File: src/rtl/eth_encap_pkg.sv
`timescale 1ns/1ps
package eth_encap_pkg;
  localparam logic [7:0]  PRE_BYTE     = 8'h55;
  localparam logic [7:0]  SFD_BYTE     = 8'hD5;
  localparam logic [31:0] CRC_POLY_REV = 32'hEDB88320;
  localparam int          FCS_LEN      = 4;

  typedef enum logic [2:0] {
    ST_IDLE, ST_PRE, ST_PAY, ST_PAD, ST_FCS, ST_DROP
  } enc_state_e;

  typedef enum logic [2:0] {
    SEL_PRE, SEL_SFD, SEL_PAY, SEL_ZERO, SEL_FCS
  } enc_sel_e;
endpackage

File: src/rtl/eth_crc32_byte.sv
`timescale 1ns/1ps
module eth_crc32_byte
  import eth_encap_pkg::*;
(
  input  logic        clk_i,
  input  logic        rst_ni,
  input  logic        init_i,
  input  logic        en_i,
  input  logic [7:0]  data_i,
  output logic [31:0] crc_o
);
  logic [31:0] crc_q;
  logic [31:0] stage [0:8];

  assign stage[0] = crc_q ^ {24'd0, data_i};

  for (genvar i = 0; i < 8; i++) begin : g_bit
    assign stage[i+1] = stage[i][0] ? ({1'b0, stage[i][31:1]} ^ CRC_POLY_REV)
                                    : {1'b0, stage[i][31:1]};
  end

  always_ff @(posedge clk_i or negedge rst_ni) begin
    if (!rst_ni)     crc_q <= '1;
    else if (init_i) crc_q <= '1;
    else if (en_i)   crc_q <= stage[8];
  end

  assign crc_o = ~crc_q;
endmodule

File: src/rtl/eth_encap_fsm.sv
`timescale 1ns/1ps
module eth_encap_fsm
  import eth_encap_pkg::*;
#(
  parameter int LEN_W    = 16,
  parameter int BUF_SIZE = 2048,
  parameter int MIN_PAY  = 60,
  parameter int PRE_LEN  = 7
) (
  input  logic             clk_i,
  input  logic             rst_ni,
  input  logic             in_valid_i,
  input  logic             in_first_i,
  input  logic             in_last_i,
  input  logic [LEN_W-1:0] in_len_i,
  input  logic             out_ready_i,
  output logic             in_ready_o,
  output logic             out_valid_o,
  output logic             out_first_o,
  output logic             out_last_o,
  output enc_sel_e         sel_o,
  output logic [1:0]       fcs_sel_o,
  output logic             crc_init_o,
  output logic             crc_en_o,
  output logic             len_valid_o,
  output logic [LEN_W-1:0] len_o,
  output logic             drop_o
);
  localparam int IDX_W = $clog2(PRE_LEN + FCS_LEN + 1);
  localparam int OVH   = PRE_LEN + 1 + FCS_LEN;
  localparam logic [IDX_W-1:0] PRE_LAST = IDX_W'(PRE_LEN);
  localparam logic [IDX_W-1:0] FCS_LAST = IDX_W'(FCS_LEN - 1);
  localparam logic [LEN_W-1:0] MIN_L    = LEN_W'(MIN_PAY);
  localparam logic [LEN_W-1:0] OVH_L    = LEN_W'(OVH);
  localparam logic [LEN_W:0]   BUF_LIM  = (LEN_W+1)'(BUF_SIZE);

  enc_state_e       state_q;
  logic [IDX_W-1:0] idx_q;
  logic [LEN_W-1:0] pay_q, pay_inc;
  logic             fits;

  assign pay_inc   = pay_q + LEN_W'(1);
  assign fits      = ({1'b0, in_len_i} + (LEN_W+1)'(OVH)) <= BUF_LIM;
  assign fcs_sel_o = idx_q[1:0];

  always_comb begin
    in_ready_o  = 1'b0;
    out_valid_o = 1'b0;
    out_first_o = 1'b0;
    out_last_o  = 1'b0;
    sel_o       = SEL_ZERO;
    crc_init_o  = 1'b0;
    crc_en_o    = 1'b0;
    unique case (state_q)
      ST_IDLE: begin
        in_ready_o = in_valid_i & ~in_first_i;  // discard stray bytes
        crc_init_o = 1'b1;
      end
      ST_PRE: begin
        out_valid_o = 1'b1;
        out_first_o = (idx_q == '0);
        sel_o       = (idx_q == PRE_LAST) ? SEL_SFD : SEL_PRE;
      end
      ST_PAY: begin
        out_valid_o = in_valid_i;
        in_ready_o  = out_ready_i;
        sel_o       = SEL_PAY;
        crc_en_o    = in_valid_i & out_ready_i;
      end
      ST_PAD: begin
        out_valid_o = 1'b1;
        crc_en_o    = out_ready_i;
      end
      ST_FCS: begin
        out_valid_o = 1'b1;
        out_last_o  = (idx_q == FCS_LAST);
        sel_o       = SEL_FCS;
      end
      ST_DROP: in_ready_o = 1'b1;
      default: ;
    endcase
  end

  always_ff @(posedge clk_i or negedge rst_ni) begin
    if (!rst_ni) begin
      state_q     <= ST_IDLE;
      idx_q       <= '0;
      pay_q       <= '0;
      len_o       <= '0;
      len_valid_o <= 1'b0;
      drop_o      <= 1'b0;
    end else begin
      len_valid_o <= 1'b0;
      drop_o      <= 1'b0;
      unique case (state_q)
        ST_IDLE: if (in_valid_i && in_first_i) begin
          idx_q   <= '0;
          pay_q   <= '0;
          state_q <= fits ? ST_PRE : ST_DROP;
        end
        ST_PRE: if (out_ready_i) begin
          if (idx_q == PRE_LAST) begin
            idx_q   <= '0;
            state_q <= ST_PAY;
          end else idx_q <= idx_q + IDX_W'(1);
        end
        ST_PAY: if (in_valid_i && out_ready_i) begin
          pay_q <= pay_inc;
          if (in_last_i) state_q <= (pay_inc < MIN_L) ? ST_PAD : ST_FCS;
        end
        ST_PAD: if (out_ready_i) begin
          pay_q <= pay_inc;
          if (pay_inc >= MIN_L) state_q <= ST_FCS;
        end
        ST_FCS: if (out_ready_i) begin
          if (idx_q == FCS_LAST) begin
            idx_q       <= '0;
            state_q     <= ST_IDLE;
            len_o       <= pay_q + OVH_L;
            len_valid_o <= 1'b1;
          end else idx_q <= idx_q + IDX_W'(1);
        end
        ST_DROP: if (in_valid_i && in_last_i) begin
          state_q     <= ST_IDLE;
          len_o       <= '0;
          len_valid_o <= 1'b1;
          drop_o      <= 1'b1;
        end
        default: state_q <= ST_IDLE;
      endcase
    end
  end
endmodule

File: src/rtl/eth_frame_encap.sv
`timescale 1ns/1ps
module eth_frame_encap
  import eth_encap_pkg::*;
#(
  parameter int LEN_W    = 16,
  parameter int BUF_SIZE = 2048,
  parameter int MIN_PAY  = 60,
  parameter int PRE_LEN  = 7
) (
  input  logic             clk_i,
  input  logic             rst_ni,
  input  logic             in_valid_i,
  output logic             in_ready_o,
  input  logic [7:0]       in_data_i,
  input  logic             in_first_i,
  input  logic             in_last_i,
  input  logic [LEN_W-1:0] in_len_i,
  output logic             out_valid_o,
  input  logic             out_ready_i,
  output logic [7:0]       out_data_o,
  output logic             out_first_o,
  output logic             out_last_o,
  output logic             len_valid_o,
  output logic [LEN_W-1:0] len_o,
  output logic             drop_o
);
  enc_sel_e    sel;
  logic [1:0]  fcs_sel;
  logic        crc_init, crc_en;
  logic [31:0] crc_fin;

  eth_encap_fsm #(
    .LEN_W(LEN_W), .BUF_SIZE(BUF_SIZE), .MIN_PAY(MIN_PAY), .PRE_LEN(PRE_LEN)
  ) u_fsm (
    .clk_i       (clk_i),
    .rst_ni      (rst_ni),
    .in_valid_i  (in_valid_i),
    .in_first_i  (in_first_i),
    .in_last_i   (in_last_i),
    .in_len_i    (in_len_i),
    .out_ready_i (out_ready_i),
    .in_ready_o  (in_ready_o),
    .out_valid_o (out_valid_o),
    .out_first_o (out_first_o),
    .out_last_o  (out_last_o),
    .sel_o       (sel),
    .fcs_sel_o   (fcs_sel),
    .crc_init_o  (crc_init),
    .crc_en_o    (crc_en),
    .len_valid_o (len_valid_o),
    .len_o       (len_o),
    .drop_o      (drop_o)
  );

  // CRC consumes exactly what goes out during payload and padding
  eth_crc32_byte u_crc (
    .clk_i  (clk_i),
    .rst_ni (rst_ni),
    .init_i (crc_init),
    .en_i   (crc_en),
    .data_i (out_data_o),
    .crc_o  (crc_fin)
  );

  always_comb begin
    unique case (sel)
      SEL_PRE: out_data_o = PRE_BYTE;
      SEL_SFD: out_data_o = SFD_BYTE;
      SEL_PAY: out_data_o = in_data_i;
      SEL_FCS: out_data_o = crc_fin[{fcs_sel, 3'b000} +: 8];
      default: out_data_o = 8'h00;
    endcase
  end
endmodule

File: config.mk
export PLATFORM = sky130hd
export DESIGN_NAME = eth_frame_encap
export DESIGN_NICKNAME = d
export VERILOG_FILES = /design/src/rtl/eth_encap_pkg.sv /design/src/rtl/eth_crc32_byte.sv /design/src/rtl/eth_encap_fsm.sv /design/src/rtl/eth_frame_encap.sv
export SDC_FILE = /design/constraint.sdc
export NUM_CORES = 1
export LEC_CHECK = 0
export CORE_AREA = 2 2 93 95
export CTS_BUF_LIST = sky130_fd_sc_hd__clkbuf_16
export CTS_CLUSTER_DIAMETER = 40
export DETAILED_ROUTE_END_ITERATION = 8
export DIE_AREA = 0 0 95 97
export PLACE_DENSITY = 0.85
export SLEW_MARGIN = 20
export SYNTH_ARGS = -nofsm -noshare
export SYNTH_HDL_FRONTEND = slang
export SYNTH_SLANG_ARGS = --single-unit
File: constraint.sdc
create_clock -name clk_i -period 5.41 [get_ports clk_i]
set_input_delay 0.8115 -clock clk_i [delete_from_list [all_inputs] [get_ports clk_i]]
set_output_delay 0.8115 -clock clk_i [all_outputs]
set_load 0.02 [all_outputs]
After elaboration in Yosys (flattened, before gate mapping)

Index checks and enable logic that the tools add are counted.
W data, S select, Z words.

$lt $le $gt $ge: 3
Add/subtract/negate cells: 4
Bitwise logic cells: 13
Equality and inequality tests: 20
Reductions and logical operators: 15
Mux-type cells: 51
Shift operators: 1

Operator list:

| kind                    | count |
|---|---|
| $mux W32                | 10 |
| $not A13 Y14            | 8 |
| $mux W16                | 6 |
| $pmux W16 S3            | 1 |
| $mux W3                 | 12 |
| $not A32 Y32            | 1 |
| $pmux W16 S2            | 1 |
| $pmux W8 S4             | 1 |
| $shiftx A32 B6 Y8       | 1 |
| $xor A32 B8 Y32         | 1 |
| $mux W4                 | 5 |
| $pmux W3 S6             | 1 |
| $add A16 B4 Y17 const B | 1 |
| $le A17 B12 Y1 const B  | 1 |
| $add A16 B1 Y16 const B | 1 |
| $add A16 B4 Y16 const B | 1 |
| $ge A16 B6 Y1 const B   | 1 |
| $lt A16 B6 Y1 const B   | 1 |
| $ne A2 B1 Y1 const B    | 6 |
| $pmux W4 S3             | 1 |
| $reduce_and A4 Y1       | 3 |
| $reduce_and A10 Y1      | 1 |
| $eq A3 B2 Y1 const B    | 3 |
| $eq A3 B3 Y1 const B    | 3 |
| 17 further kinds        | 36 |

Logic and storage cells: 114
Input port bits: 30
Register bits after elaboration: 73

Logic depth before layout (Yosys ltp)

Word-level depth: 24
Mapped depth: 10
Depth with buffers taken out: 9

Cells and area by module

From an unflattened synthesis, not the netlist that was laid out.

Cell total of the unflattened synthesis: 581
Area, all modules: 5196.2 um^2

Modules (own cells, without submodules):

| module          | seq. area each (um^2) | cells each | area each (um^2) | times used |
|---|---|---|---|---|
| eth_encap_fsm   | 1026.0                | 318        | 2658.8           | 1 |
| eth_crc32_byte  | 840.8                 | 213        | 2140.8           | 1 |
| eth_frame_encap | 0.0                   | 50         | 396.6            | 1 |

Least setup slack after synthesis

No wires, ideal clock.

Path kind: reg2reg
Start: register u_fsm.idx_q[0]
End: register u_crc.crc_q[19]
Period minus slack after synthesis: 2.729 ns
Data required time: 5.338 ns
Path buffers: 1
Stages on the path, launching flop included: 9
Library setup time: 0.072 ns
Arrival: 2.657 ns
Slack: 2.681 ns
Cells stage by stage: dfrtp_1 buf_6 mux4_2 o22ai_4 xor2_4 xnor2_2 xnor2_4 xnor3_1 o21ai_1

Longest elaborated chain between the ends: 21

RTL lines:

| what                                 | RTL line              | RTL |
|---|---|---|
| start, declared                      | eth_encap_fsm.sv:38   | `logic [IDX_W-1:0] idx_q;` |
| start signal, assigned               | eth_encap_fsm.sv:105  | `end else idx_q <= idx_q + IDX_W'(1);` |
| start signal, assigned               | eth_encap_fsm.sv:121  | `end else idx_q <= idx_q + IDX_W'(1);` |
| $eq A4 B3 Y1                         | eth_encap_fsm.sv:62   | `sel_o = (idx_q == PRE_LAST) ? SEL_SFD : SEL_PRE;` |
| $mux W1                              | eth_encap_fsm.sv:62   |  |
| $pmux W3 S3                          | eth_encap_fsm.sv:54   | `unique case (state_q)` |
| $eq A3 B3 Y1 (tied with other cells) | eth_frame_encap.sv:66 | `unique case (sel)` |
| $pmux W8 S4 *                        | eth_frame_encap.sv:66 |  |
| via out_data_o[0]                    | eth_frame_encap.sv:20 | `output logic [7:0] out_data_o,` |
| $xor A32 B8 Y32 *                    | eth_crc32_byte.sv:15  | `assign stage[0] = crc_q ^ {24'd0, data_i};` |
| $mux W32 * (2 in series)             | eth_crc32_byte.sv:18  | `assign stage[i+1] = stage[i][0] ? ({1'b0, stage[i][31:1]} ^ CRC_POLY_REV)` |
| [5 not listed]                       | -                     |  |
| $not A13 Y14 (no source line)        | -                     |  |
| $mux W32 *                           | eth_crc32_byte.sv:18  |  |
| $not A13 Y14 (no source line)        | -                     |  |
| $mux W32 *                           | eth_crc32_byte.sv:18  |  |
| $not A13 Y14 (no source line)        | -                     |  |
| $mux W32 *                           | eth_crc32_byte.sv:18  |  |
| $mux W32 *                           | eth_crc32_byte.sv:25  | `else if (en_i) crc_q <= stage[8];` |
| $mux W32 *                           | eth_crc32_byte.sv:24  | `else if (init_i) crc_q <= '1;` |
| end signal, assigned                 | eth_crc32_byte.sv:25  |  |
| end, declared                        | eth_crc32_byte.sv:12  | `logic [31:0] crc_q;` |

The timed path passes the listed nets; every way through them passes the cells marked *. The select of a mux whose other input is x is not followed.
A chain may end at the register's enable or synchronous reset.

Worst setup path in the final report

Start: register u_fsm.state_q[0]
End: output port out_data_o[0]

Longest elaborated chain between the ends: 4

RTL lines:

| what                                 | RTL line              | RTL |
|---|---|---|
| start, declared                      | eth_encap_fsm.sv:37   | `enc_state_e state_q;` |
| start signal, assigned               | eth_encap_fsm.sv:99   | `state_q <= fits ? ST_PRE : ST_DROP;` |
| start signal, assigned               | eth_encap_fsm.sv:109  | `if (in_last_i) state_q <= (pay_inc < MIN_L) ? ST_PAD : ST_FCS;` |
| $eq A3 B3 Y1 (tied with other cells) | eth_encap_fsm.sv:54   |  |
| $pmux W3 S3 *                        | eth_encap_fsm.sv:54   |  |
| $eq A3 B3 Y1 (tied with other cells) | eth_frame_encap.sv:66 |  |
| $pmux W8 S4 *                        | eth_frame_encap.sv:66 |  |
| end, declared                        | eth_frame_encap.sv:20 |  |

Mark *: on every way between the ends. The rest lies on a longest branch, timed or not.

==> run summary <==
Run status = complete, no violations
Die area = 9220 um^2
Drt first pass iters = 6
CP Cell Sequence = nor2b_1, a21oi_1, o22ai_4, clkdlybuf4s50_1
Area of the mapped netlist = 4900 um^2
Root buffer cell = clkbuf_16
WL/cell = 17.7 um
Synth Net Count = 562
Register share of total power = 23.0%
Reg-to-Reg Start = u_fsm.state_q[0]
Max_slew headroom = 33.2%
RSZ-0062 raised after global routing = no
Setup TNS = 0 ns
# setup viols final = 0
Mapped Avg Cell Area = 9.32 um^2
Core box area = 8130 um^2
Crit path kind = reg -> out
Synth cell types = 57
Vias = 4,132
Clock slew at reported path FFs = 0.06 ns
Fmax = 279 MHz
Post-DP Area = 5510 um^2
Post-synth EDFFs = 0
Most frequent cells in the layout = clkdlybuf4s50_1 (58), xnor2_1 (57), nand2_1 (55)
Minimum clock period = 3.58 ns
Height of the die = 97 um
Initial Util = 60.2%
Met2 usage = 41.7%
Grt peak-use layer = met2
Hold Path Class = reg -> reg
GRT Total Usage = 27.3%
Area of the multi-input gates = 2860 um^2
DRT iter0 DRCs = 412
Reg-to-Reg End = u_crc.crc_q[19]
Setup slack, reg-to-reg = 2.11 ns
Critical Path Start = u_fsm.state_q[0]
FFs w/ async S/R, synth = 100%
IR drop worst, VDD = 0.637 mV
Share of the synthesized area in the top cell type = 20.9%
Main flop type after synthesis = dfrtp_1
Pint = 2.45 mW
Worst reg2reg path depth = 8
Nets = 601
Main area contributors after synthesis = dfrtp_1 (21%), dfstp_2 (17%), xnor2_1 (10%)
Ys Warns = 0
Pwr dens = 720 nW/um^2
CP max FO = 22
Worst Path Required = 4.60 ns
Num CTS Buffers = 9
Final ANT Viol Nets = 0
CTS resizes = 0
Num Clock Sinks = 73
Design area = 5860 um^2
Max_cap viols = 0
Vias in the first global route = 3,950
Final hold violations = 0
Final HPWL DP = 8030 um
Residual DRC count = 0
CP peak stage delay = 0.88 ns
Type of origin of the critical path = flip-flop
Crit path DAT = 2.77 ns
Initial antenna violation count = 0
Comb power frac = 60.2%
Clock power share = 16.7%
Routability Congestion = 0.891
First-pass GRT wire length = 19,800 um
Post-CTS setup repair buffer count = 0
Row cnt = 33
Psw = 1.77 mW
Total length of routed wires = 12,000 um
GR Overflow Total = 0
Yosys reg bits = 73
Grt met1 use = 39.3%
M3 GR Usage = 4.91%
Via/cell ratio = 6.12
Io pins = 60
Setup Skew = 0.00573 ns
H-tree level count = 3
Top cell type by total area after synthesis = dfrtp_1
Leading cell type in the layout, fill and taps excluded = clkdlybuf4s50_1
Crit end category = primary output
Ant diodes = 0
Die X = 95 um
Worst slew pin tran = 0.998 ns
Worst path slowest cell = dfrtp_1
P_leak = 2.15 nW
Pins Over Slew Limit = 0
Period utilization = 66.2%
CP endpoint = out_data_o[0]
Synth-to-Final Area Change = 19.6%
Register area share after synthesis = 38.1%
CTS Hold Bufs = 0
CTS tree = built
Switching share of total power = 42.0%
Worst-Skew Late Latency = 0.34 ns
Max clock buf depth = 2
Final core occ = 72.1%
Sequential cell area = 1870 um^2
Layout cells sized above 1 = 14.9%
Cells after Synth = 526
Fillcell total = 546
Largest net degree at the start of global routing = 74
PortBufs = 59
[power by group through the flow]
stage / clock [mW] / combinational [mW] / sequential (mW)
final: 0.706 / 2.54 / 0.972
after floorplan: 0 / 2.10 / 0.871
after global routing: 0.735 / 2.75 / 0.993
after CTS: 0.710 / 2.54 / 0.968
after detailed placement: 0 / 2.49 / 0.975
after global placement: 0 / 2.43 / 0.958
[final cells by class]
class                   instances  share of cell area [%]
repair buffers                 62                    10.4
multi-input cells             407                    48.8
clock buffers                   9                    3.84
clock inverters                 7                    2.13
flip-flops and latches         73                    31.9
well taps                     105                    2.24
inverters                      12                   0.769
[synth_stat cells (2+ instances only)]
cell	number
mux4_2	8
xnor3_1	2
a211o_1	2
and4_1	3
xnor2_1	57
nor3_1	9
nand4_1	4
xnor2_2	7
xor2_1	18
a211oi_1	2
o21a_1	2
o21ai_1	2
xor2_2	3
a21oi_1	34
nor2_1	46
nor2b_1	2
clkbuf_1	30
nand2_1	56
or3_1	4
o22a_1	10
ha_1	6
nor3b_1	2
buf_2	3
xor2_4	2
dfstp_2	32
and3_1	8
nor4_1	2
a311oi_1	2
o21ai_0	48
o22ai_2	2
dfrtp_1	41
nand3_1	26
o211ai_1	2
o22ai_4	2
a32oi_1	2
inv_1	12
o31ai_1	10
nor2_2	2
a2bb2oi_1	3
[logic make-up (layout without fill, tap and decap cells)]
kind of cell / count (synthesis) / in the layout / synth area share, %
compound gates: 130 / 130 / 16.9
xor+xnor: 90 / 90 / 19.3
fa+ha+maj: 6 / 6 / 1.53
buf+inv: 46 / 90 / 3.75
flops: 73 / 73 / 38.1
mux: 10 / 10 / 4.11
simple gates: 171 / 171 / 16.3
[sequential cells by signal, indices dropped and copies added, names as in the netlist]
| signal | count |
|---|---|
| u_crc.crc_q | 32 |
| u_fsm.drop_o | 1 |
| u_fsm.idx_q | 4 |
| u_fsm.len_o | 16 |
| u_fsm.len_valid_o | 1 |
| u_fsm.pay_q | 16 |
| u_fsm.state_q | 3 |
[worst min-delay path by stage]
stage	depth (start not counted)	slack, ns	endpoint	start
2_1_floorplan	2	0.48	u_crc.crc_q[31]	u_crc.crc_q[31]
3_3_place_gp	2	0.48	u_fsm.len_o[10]	u_fsm.len_o[10]
3_5_place_dp	2	0.49	u_fsm.len_o[15]	u_fsm.len_o[15]
4_1_cts	2	0.50	u_fsm.len_o[15]	u_fsm.len_o[15]
5_1_grt	2	0.53	u_fsm.len_o[15]	u_fsm.len_o[15]
6_report	2	0.50	u_fsm.len_o[15]	u_fsm.len_o[15]
[metal layers]
| layer | part of all wire (%) | up-vias | routed length (um) |
|---|---|---|---|
| met5 | 0 | - | 0 |
| met4 | 2.2 | 0 | 262 |
| met3 | 7.3 | 25 | 870 |
| met2 | 47 | 194 | 5670 |
| met1 | 43 | 1990 | 5150 |
| li1 | - | 1923 | - |
[critical path: cells and delay by family, from the launching register on]
kind,cells,cell delay (ns)
AND/OR/NAND/NOR,1,0.52
buffers and inverters,1,0.67
AO/OA/AOI/OAI,2,0.37
flip-flops,1,0.88
[per-stage QoR]
step                hold slack [ns]  instances  power (mW)  setup WS, ns
finish                        0.501        675        4.22          1.83
global route                  0.529        675        4.48          1.63
CTS                           0.504        675        4.22          1.82
detailed placement            0.491        659        3.46          2.04
global placement              0.482        659        3.39          2.07
floorplan                     0.476        526        2.97          2.68
Note: power is estimated with default switching activity, not from simulation.
